### config.mk
export PLATFORM = sky130hd
export DESIGN_NAME = modstop_clk_ctrl
export DESIGN_NICKNAME = d
export VERILOG_FILES = /design/src/rtl/modstop_pkg.sv /design/src/rtl/modstop_lane.sv /design/src/rtl/modstop_ack_track.sv /design/src/rtl/modstop_clk_ctrl.sv
export SDC_FILE = /design/constraint.sdc
export NUM_CORES = 1
export LEC_CHECK = 0
export BUFFER_PORTS_ARGS = -buffer_cell sky130_fd_sc_hd__buf_4
export CORE_ASPECT_RATIO = 0.7
export CORE_MARGIN = 5
export CORE_UTILIZATION = 50
export DETAILED_ROUTE_END_ITERATION = 10
export PLACE_DENSITY = 0.7
export SETUP_SLACK_MARGIN = 0.02
export SLEW_MARGIN = 20
export SYNTH_ARGS = -nofsm -noshare
export SYNTH_HDL_FRONTEND = slang
export SYNTH_SLANG_ARGS = --single-unit
### constraint.sdc
create_clock -name clk_i -period 4.8 [get_ports clk_i]
set_input_delay 1.44 -clock clk_i [delete_from_list [all_inputs] [get_ports clk_i]]
set_output_delay 1.44 -clock clk_i [all_outputs]
set_load 0.05 [all_outputs]
### src/rtl/modstop_pkg.sv
package modstop_pkg;

  localparam int REG_W  = 32;
  localparam int LANES  = REG_W / 8;

  typedef enum logic [1:0] {
    ACC_BYTE  = 2'd0,
    ACC_HALF  = 2'd1,
    ACC_WORD  = 2'd2,
    ACC_WORD2 = 2'd3
  } acc_size_e;

endpackage

### src/rtl/modstop_lane.sv
module modstop_lane
  import modstop_pkg::*;
(
  input  logic [1:0]       size_i,
  input  logic [1:0]       off_i,
  input  logic [REG_W-1:0] wdata_i,
  input  logic [REG_W-1:0] wr_img_i,
  input  logic [REG_W-1:0] rd_img_i,
  output logic [REG_W-1:0] merged_o,
  output logic [REG_W-1:0] rd_val_o
);

  logic [LANES-1:0] lane_en;
  logic [REG_W-1:0] wshift;
  logic [REG_W-1:0] bit_en;

  always_comb begin
    unique case (acc_size_e'(size_i))
      ACC_BYTE: begin
        lane_en  = LANES'(1) << off_i;
        wshift   = REG_W'(wdata_i[7:0]) << (8 * off_i);
        rd_val_o = REG_W'((rd_img_i >> (8 * off_i)) & REG_W'(8'hFF));
      end
      ACC_HALF: begin
        lane_en  = off_i[1] ? 4'b1100 : 4'b0011;
        wshift   = REG_W'(wdata_i[15:0]) << (16 * off_i[1]);
        rd_val_o = REG_W'((rd_img_i >> (16 * off_i[1])) & REG_W'(16'hFFFF));
      end
      default: begin
        lane_en  = '1;
        wshift   = wdata_i;
        rd_val_o = rd_img_i;
      end
    endcase
  end

  for (genvar l = 0; l < LANES; l++) begin : g_lane
    assign bit_en[8*l +: 8] = {8{lane_en[l]}};
  end

  assign merged_o = (wr_img_i & ~bit_en) | (wshift & bit_en);

endmodule

### src/rtl/modstop_ack_track.sv
module modstop_ack_track #(
  parameter int   CNT_W     = 8,
  parameter int   DELAY     = 2,
  parameter logic ACK_WIRED = 1'b1
) (
  input  logic clk_i,
  input  logic rst_ni,
  input  logic stop_i,
  output logic status_o
);

  if (ACK_WIRED) begin : g_ack
    localparam logic [CNT_W-1:0] LAST = CNT_W'(DELAY - 1);

    logic [CNT_W-1:0] cnt_q, cnt_d;
    logic             run_q, run_d;
    logic             cnt_en;

    always_comb begin
      cnt_d  = cnt_q;
      run_d  = run_q;
      cnt_en = 1'b0;
      if (stop_i) begin
        cnt_en = 1'b1;
        cnt_d  = '0;
        run_d  = 1'b0;
      end else if (!run_q) begin
        cnt_en = 1'b1;
        if (cnt_q == LAST) begin
          cnt_d = '0;
          run_d = 1'b1;
        end else begin
          cnt_d = cnt_q + 1'b1;
        end
      end
    end

    always_ff @(posedge clk_i or negedge rst_ni) begin
      if (!rst_ni) begin
        cnt_q <= '0;
        run_q <= 1'b0;
      end else if (cnt_en) begin
        cnt_q <= cnt_d;
        run_q <= run_d;
      end
    end

    assign status_o = stop_i | ~run_q;

    // a stop withdraws the run acknowledge on the next edge
    a_r6_stop_drops_ack: assert property (@(posedge clk_i) disable iff (!rst_ni)
      stop_i |=> !run_q);
    // the acknowledge can only rise after a cycle with the clock running
    a_r5_ack_after_run: assert property (@(posedge clk_i) disable iff (!rst_ni)
      $rose(run_q) |-> $past(!stop_i));
    // the countdown never passes its terminal value
    a_r5_cnt_bound: assert property (@(posedge clk_i) disable iff (!rst_ni)
      cnt_q <= LAST);
    // a stop during the countdown restarts it from zero
    a_r7_restart: assert property (@(posedge clk_i) disable iff (!rst_ni)
      stop_i |=> cnt_q == '0);
  end else begin : g_tied
    assign status_o = 1'b1;
  end

endmodule

### src/rtl/modstop_clk_ctrl.sv
module modstop_clk_ctrl
  import modstop_pkg::*;
#(
  parameter int                 NUM_MOD     = 12,
  parameter int                 DLY_BASE    = 2,
  parameter int                 DLY_STEP    = 3,
  parameter int                 CNT_W       = 8,
  parameter logic [NUM_MOD-1:0] ACK_PRESENT = '1
) (
  input  logic               clk_i,
  input  logic               rst_ni,
  input  logic               req_i,
  input  logic               we_i,
  input  logic [2:0]         addr_i,
  input  logic [1:0]         size_i,
  input  logic [31:0]        wdata_i,
  output logic               rvalid_o,
  output logic [31:0]        rdata_o,
  output logic [NUM_MOD-1:0] clk_en_o
);

  // reset: asserted asynchronously, released on a clock edge
  logic rst_meta_q, rst_q;
  always_ff @(posedge clk_i or negedge rst_ni) begin
    if (!rst_ni) begin
      rst_meta_q <= 1'b0;
      rst_q      <= 1'b0;
    end else begin
      rst_meta_q <= 1'b1;
      rst_q      <= rst_meta_q;
    end
  end

  logic [NUM_MOD-1:0] stop_q, stop_d;
  logic [NUM_MOD-1:0] status;
  logic [REG_W-1:0]   ctrl_img, stat_img, rd_img, merged, rd_val;
  logic               wr_ctrl, rd_req;
  logic               rvalid_d;
  logic [REG_W-1:0]   rdata_q, rdata_d;

  assign ctrl_img = REG_W'(stop_q);
  assign stat_img = REG_W'(status);
  assign rd_img   = addr_i[2] ? stat_img : ctrl_img;
  assign wr_ctrl  = req_i & we_i & ~addr_i[2];
  assign rd_req   = req_i & ~we_i;

  modstop_lane i_lane (
    .size_i   (size_i),
    .off_i    (addr_i[1:0]),
    .wdata_i  (wdata_i),
    .wr_img_i (ctrl_img),
    .rd_img_i (rd_img),
    .merged_o (merged),
    .rd_val_o (rd_val)
  );

  always_comb begin
    stop_d   = stop_q;
    rdata_d  = rdata_q;
    rvalid_d = rd_req;
    if (wr_ctrl) stop_d  = merged[NUM_MOD-1:0];
    if (rd_req)  rdata_d = rd_val;
  end

  always_ff @(posedge clk_i or negedge rst_q) begin
    if (!rst_q) begin
      stop_q   <= '1;
      rvalid_o <= 1'b0;
      rdata_q  <= '0;
    end else begin
      rvalid_o <= rvalid_d;
      if (wr_ctrl) stop_q  <= stop_d;
      if (rd_req)  rdata_q <= rdata_d;
    end
  end

  assign rdata_o  = rdata_q;
  assign clk_en_o = ~stop_q;

  for (genvar i = 0; i < NUM_MOD; i++) begin : g_mod
    modstop_ack_track #(
      .CNT_W     (CNT_W),
      .DELAY     (DLY_BASE + DLY_STEP * i),
      .ACK_WIRED (ACK_PRESENT[i])
    ) i_track (
      .clk_i    (clk_i),
      .rst_ni   (rst_q),
      .stop_i   (stop_q[i]),
      .status_o (status[i])
    );
  end

  // read data is valid one cycle after each read request
  a_r11_rvalid_rise: assert property (@(posedge clk_i) disable iff (!rst_q)
    rd_req |=> rvalid_o);
  a_r11_rvalid_quiet: assert property (@(posedge clk_i) disable iff (!rst_q)
    !rd_req |=> !rvalid_o);
  // writes aimed at the status register leave control untouched
  a_r9_status_wr_ignored: assert property (@(posedge clk_i) disable iff (!rst_q)
    (req_i && we_i && addr_i[2]) |=> $stable(stop_q));
  // without a control write the enables hold
  a_r2_enable_hold: assert property (@(posedge clk_i) disable iff (!rst_q)
    !wr_ctrl |=> $stable(clk_en_o));

  if (NUM_MOD > 8) begin : g_lane_chk
    // a byte write to lane 0 keeps the upper stop bits
    a_r3_byte_lane: assert property (@(posedge clk_i) disable iff (!rst_q)
      (wr_ctrl && size_i == 2'd0 && addr_i[1:0] == 2'd0)
        |=> $stable(stop_q[NUM_MOD-1:8]));
  end

endmodule

; After elaboration in Yosys (flattened, before gate mapping)
; Cells that the tools add are included.
[word_totals]
reg_bits = 155
input_bits = 41
out_inout_bits = 45
elab_cells = 219
[op_classes]
addsub = 12
eq_ne = 25
shifts = 5
mux = 101
n_bitwise = 34
reduce_logical = 13
[ops]
columns = operator, count
row1 = 8-bit two-way mux, 36
row2 = 8-bit by 1-bit adder with 8-bit output (second input constant), 12
row3 = 1-bit two-way mux, 60
row4 = 8-bit by 5-bit == test with 1-bit output (second input constant), 6
row5 = 16-bit case mux with 2 select lines, 1
row6 = 12-bit AND, 2
row7 = 2-bit != test (second input constant), 12
row8 = 12-bit NOT, 2
row9 = 12-bit case mux with 2 select lines, 1
row10 = 2-bit AND reduction, 12
row11 = 8-bit by 3-bit == test with 1-bit output (second input constant), 2
row12 = 8-bit by 4-bit == test with 1-bit output (second input constant), 2
row13 = 16-bit by 5-bit left shift with 12-bit output, 1
row14 = 12-bit by 5-bit right shift with 16-bit output, 1
row15 = 1-bit NOT, 14
row16 = 12-bit two-way mux, 1
row17 = 1-bit OR, 12
row18 = 12-bit OR, 1
row19 = 8-bit by 5-bit left shift with 12-bit output, 1
row20 = 12-bit by 5-bit right shift with 8-bit output, 1
row21 = 8-bit by 1-bit == test with 1-bit output (second input constant), 1
row22 = 8-bit by 6-bit == test with 1-bit output (second input constant), 1
row23 = 2-bit case mux with 2 select lines, 1
row24 = 1-bit AND, 3
row25 = other kinds (4), 4

; Longest topological paths before layout
[logic_depth]
ltp_word = 5
depth_mapped = 7
ltp_nobuf = 6

; Hierarchy
; Synthesis repeated with hierarchy kept, for this count alone.
[hier_totals]
hier_cells = 871
area_unflattened_um2 = 9077.5
[modules_own_cells]
columns = module, instances, cells_per_inst, area_per_inst_um2, seq_area_each_um2
row1 = modstop_clk_ctrl, 1, 138, 2077.0, 1191.1
row2 = modstop_lane, 1, 155, 1171.1, 0.0
row3 = modstop_ack_track (g_mod[3].i_track), 1, 51, 506.7, 225.2
row4 = modstop_ack_track (g_mod[11].i_track), 1, 50, 499.2, 225.2
row5 = modstop_ack_track (g_mod[9].i_track), 1, 47, 498.0, 225.2
row6 = modstop_ack_track (g_mod[7].i_track), 1, 50, 495.5, 225.2
row7 = modstop_ack_track (g_mod[0].i_track), 1, 49, 491.7, 225.2
row8 = modstop_ack_track (g_mod[1].i_track), 1, 51, 491.7, 225.2
row9 = modstop_ack_track (g_mod[5].i_track), 1, 52, 489.2, 225.2
row10 = modstop_ack_track (g_mod[4].i_track), 1, 48, 483.0, 225.2
row11 = modstop_ack_track (g_mod[8].i_track), 1, 49, 481.7, 225.2
row12 = modstop_ack_track (g_mod[6].i_track), 1, 46, 467.9, 225.2
row13 = modstop_ack_track (g_mod[10].i_track), 1, 44, 464.2, 225.2
row14 = modstop_ack_track (g_mod[2].i_track), 1, 41, 460.4, 225.2

; Worst setup path before layout
; Ideal clock, no wire load.
[synth_timing]
path_type = input-to-reg
start = input size_i[0]
end = register (tool-made name)
setup_time_ns = 0.082
t_arrival_ns = 2.444
required_time_ns = 4.718
setup_slack_ns = 2.274
cell_stages = 4
n_path_buf = 0
cell_sequence = nand2b_1 > a21oi_2 > nor3_2 > mux2_2
[synth_lines]
columns = item, line
row1 = "start, declared", modstop_clk_ctrl.sv:15  ; input logic [1:0] size_i,

==> flow_summary.json <==
{
  "outcome": "completed",
  "grt_pass1_wl_um": 26000,
  "max_slew.worst_pin.slew_ps": 1080,
  "slowest_stage": "nor3_2",
  "async_flop_share_pct": 100,
  "drv_slew": 0,
  "grt_pass1_vias": 5331,
  "overflow": 0,
  "cts_sinks": 135,
  "yosysWarnings": 0,
  "synth_area_per_cell_sq_um": 9.69,
  "required_ps": 5140,
  "synth_flop_cell": "dfrtp_1",
  "skew_ps": 11.6,
  "n_fill_cell": 1197,
  "syn_inst": 724,
  "die_w_um": 152,
  "powerDensity_mw_per_mm2": 500,
  "n_antenna_cell": 0,
  "busiest_layer": "met2",
  "cts_tree": "built",
  "portBuffers": 45,
  "boundaryPins": 86,
  "stdcell_area_sq_mm": 0.00810,
  "synth_area_sq_mm": 0.00701,
  "fmax_ghz": 0.356,
  "start_util_pct": 50.7,
  "wirelength_um": 15400,
  "pre_cts_slack_ps": 1560,
  "met3_usage_pct": 4.32,
  "gr-usage-met2_pct": 31.1,
  "syn2layout_area_growth_pct": 15.5,
  "leakagePower_nw": 3.66,
  "firstDrtPassIters": 5,
  "place_area_sq_mm": 0.00748,
  "hpwl_um": 10700,
  "fin_crit_sh_pct": 58.5,
  "crit_path_start_kind": "primary input",
  "use_met1_pct": 27.3,
  "rsz0062_at_grt": "false",
  "routabilityCongestion": 0.845,
  "seq_area_frac_synth_pct": 48.4,
  "grt_max_degree": 69,
  "clockBufferDepth": 2,
  "ir_drop_v": 0.000271,
  "synth_top_cells_by_area": "dfrtp_1 44%, nand2_1 4.7%, dfstp_2 4.5%",
  "worstPathCellList": "buf_4 -> nand2b_1 -> a21oi_2 -> nor3_2 -> mux2_2",
  "synth_top_area_share_pct": 43.9,
  "drive_above_1_share_pct": 13.9,
  "clock_latency_ps": 420,
  "first_iter_violations": 433,
  "ys_types": 67,
  "holdBufCountCts": 0,
  "core_sq_mm": 0.0138,
  "hp-class": "flop to flop",
  "grt_usage_pct": 19.6,
  "worst_setup_path_end_kind": "flop",
  "drt-wirelength-per-cell_um": 15.7,
  "die_h_um": 109,
  "cts_buffers": 17,
  "fp.dieArea_sq_mm": 0.0165,
  "vias": 5607,
  "cts_resized": 0,
  "post_cts_buffers": 0,
  "antenna_found_initial": 0,
  "detail-route-antenna-nets": 0,
  "seqCellArea_sq_mm": 0.00340,
  "synth_edf_count": 0,
  "synth_top_cell_by_area": "dfrtp_1",
  "rows": 36,
  "fin_setup_tns_ps": 0,
  "cp_max_fo": 9,
  "htree_levels": 4,
  "multi_input_comb_area_sq_mm": 0.00334,
  "maxCapViolCount": 0,
  "clkTransAtPathRegs_ps": 60,
  "ys_seq_elements": 135,
  "viasPerCell": 5.72,
  "root_buffer": "clkbuf_16",
  "crit_path_max_incr_delay_ps": 900,
  "max-slew-margin-rel_pct": 27.3,
  "critPathKind": "primary input to flop",
  "crit_arrival_ps": 3150,
  "drc": 0,
  "setup_viol": 0,
  "min_period_ps": 2810,
  "hold_viol": 0,
  "layout_setup_ws_ps": 1990,
  "fin_nets": 840
}
-- layer usage --
metal	wire length (um)	vias to the layer above	part of all wire, %
met4	194	0	1.3
met2	7210	124	47
met5	0	-	0
li1	-	2698	-
met1	7230	2763	47
met3	774	22	5.0
-- path summary, 6_finish.rpt --
check / slack, ps / cells past startpoint / end / startpoint
max: 1990 / 5 / flop / size_i[0]
min: 350 / 0 / rst_q / rst_meta_q
max reg2reg: 2540 / 6 / g_mod[4].i_track.g_ack.cnt_q[4] / g_mod[4].i_track.g_ack.cnt_q[1]
min reg2reg: 350 / 0 / rst_q / rst_meta_q
max in group asynchronous: 3260 / 1 / async pin / rst_q
min in group asynchronous: 470 / 0 / g_mod[0].i_track.g_ack.cnt_q[0] / rst_q
-- state kept, by name (all words and copies together) (netlist names), named ones only --
register                   cells
g_mod.i_track.g_ack.run_q     12
rdata_o                       12
g_mod.i_track.g_ack.cnt_q     96
rvalid_o                       1
rst_q                          1
rst_meta_q                     1
-- critical path: cells and delay by family --
kind	cells	cell delay, ps
simple gates	2	1020
mux	1	420
compound gates	1	160
buf+inv	1	100
-- cell families (layout without fill, tap and decap cells) --
family | Yosys count | in the layout | share of synthesized area (%)
AND/OR/NAND/NOR | 254 | 254 | 18.0
AO/OA/AOI/OAI | 200 | 200 | 19.5
flip-flops | 135 | 135 | 48.4
buffers and inverters | 74 | 122 | 5.14
XOR/XNOR | 22 | 22 | 2.75
adder cells (fa/ha/maj) | 21 | 21 | 3.75
multiplexers | 16 | 16 | 2.43
other | 2 | 21 | 0.107
-- where the power goes --
part           leakage [nW]  switching (mW)  total (mW)  internal, mW
Sequential             1.77           0.302        1.68          1.38
Combinational          1.59           0.631        1.01         0.377
Clock                 0.298           0.493        1.36         0.870
-- cells in the mapped netlist, types with 8 or more instances --
| cell type | count |
|---|---|
| nand3_1 | 28 |
| dfrtp_1 | 123 |
| o21a_1 | 10 |
| nand2_1 | 88 |
| a21o_1 | 8 |
| xnor2_1 | 10 |
| nor2_1 | 48 |
| inv_1 | 42 |
| mux2_2 | 8 |
| dfstp_2 | 12 |
| mux2i_1 | 8 |
| and3_1 | 17 |
| buf_4 | 21 |
| nor3_1 | 12 |
| xor2_1 | 12 |
| nand2b_1 | 17 |
| o21ai_0 | 44 |
| a31oi_1 | 26 |
| o211ai_1 | 10 |
| a21oi_1 | 42 |
| o31ai_1 | 9 |
| ha_1 | 21 |
-- cells in the final DEF, fill, tap and decap left out, drive strengths merged, types with 8 or more instances in the layout --
cell type and count:
nand2 88, o21a 10, nand2b 17, o211ai 10
conb 21, xnor2 10, xor2 12, o21ai 45
dfrtp 123, dfstp 12, nor3 13, nand3 28
a21o 8, a31oi 26, and3 18, inv 43
nor2 48, mux2i 8, mux2 8, clkbuf 20
ha 21, a21oi 43, buf 47, o31ai 10
-- layout make-up --
cell class	instances	share of cell area [%]
repair buffers	47	4.36
well taps	190	2.93
clock inverters	12	2.19
flip-flops and latches	135	41.9
multi-input cells	534	41.2
inverters	43	1.99
clock buffers	20	5.39
-- stage by stage --
stage                     hold WS (ps)  power, mW  instances  utilization, %
after global placement             346       2.62        949            54.1
final                              351       4.05        981            58.6
after detailed placement           342       2.68        949            54.1
after floorplan                    331       2.40        743               -
after global routing               368       4.29        981            58.6
after CTS                          356       4.07        981            58.5
(Power assumes the default switching activity.)
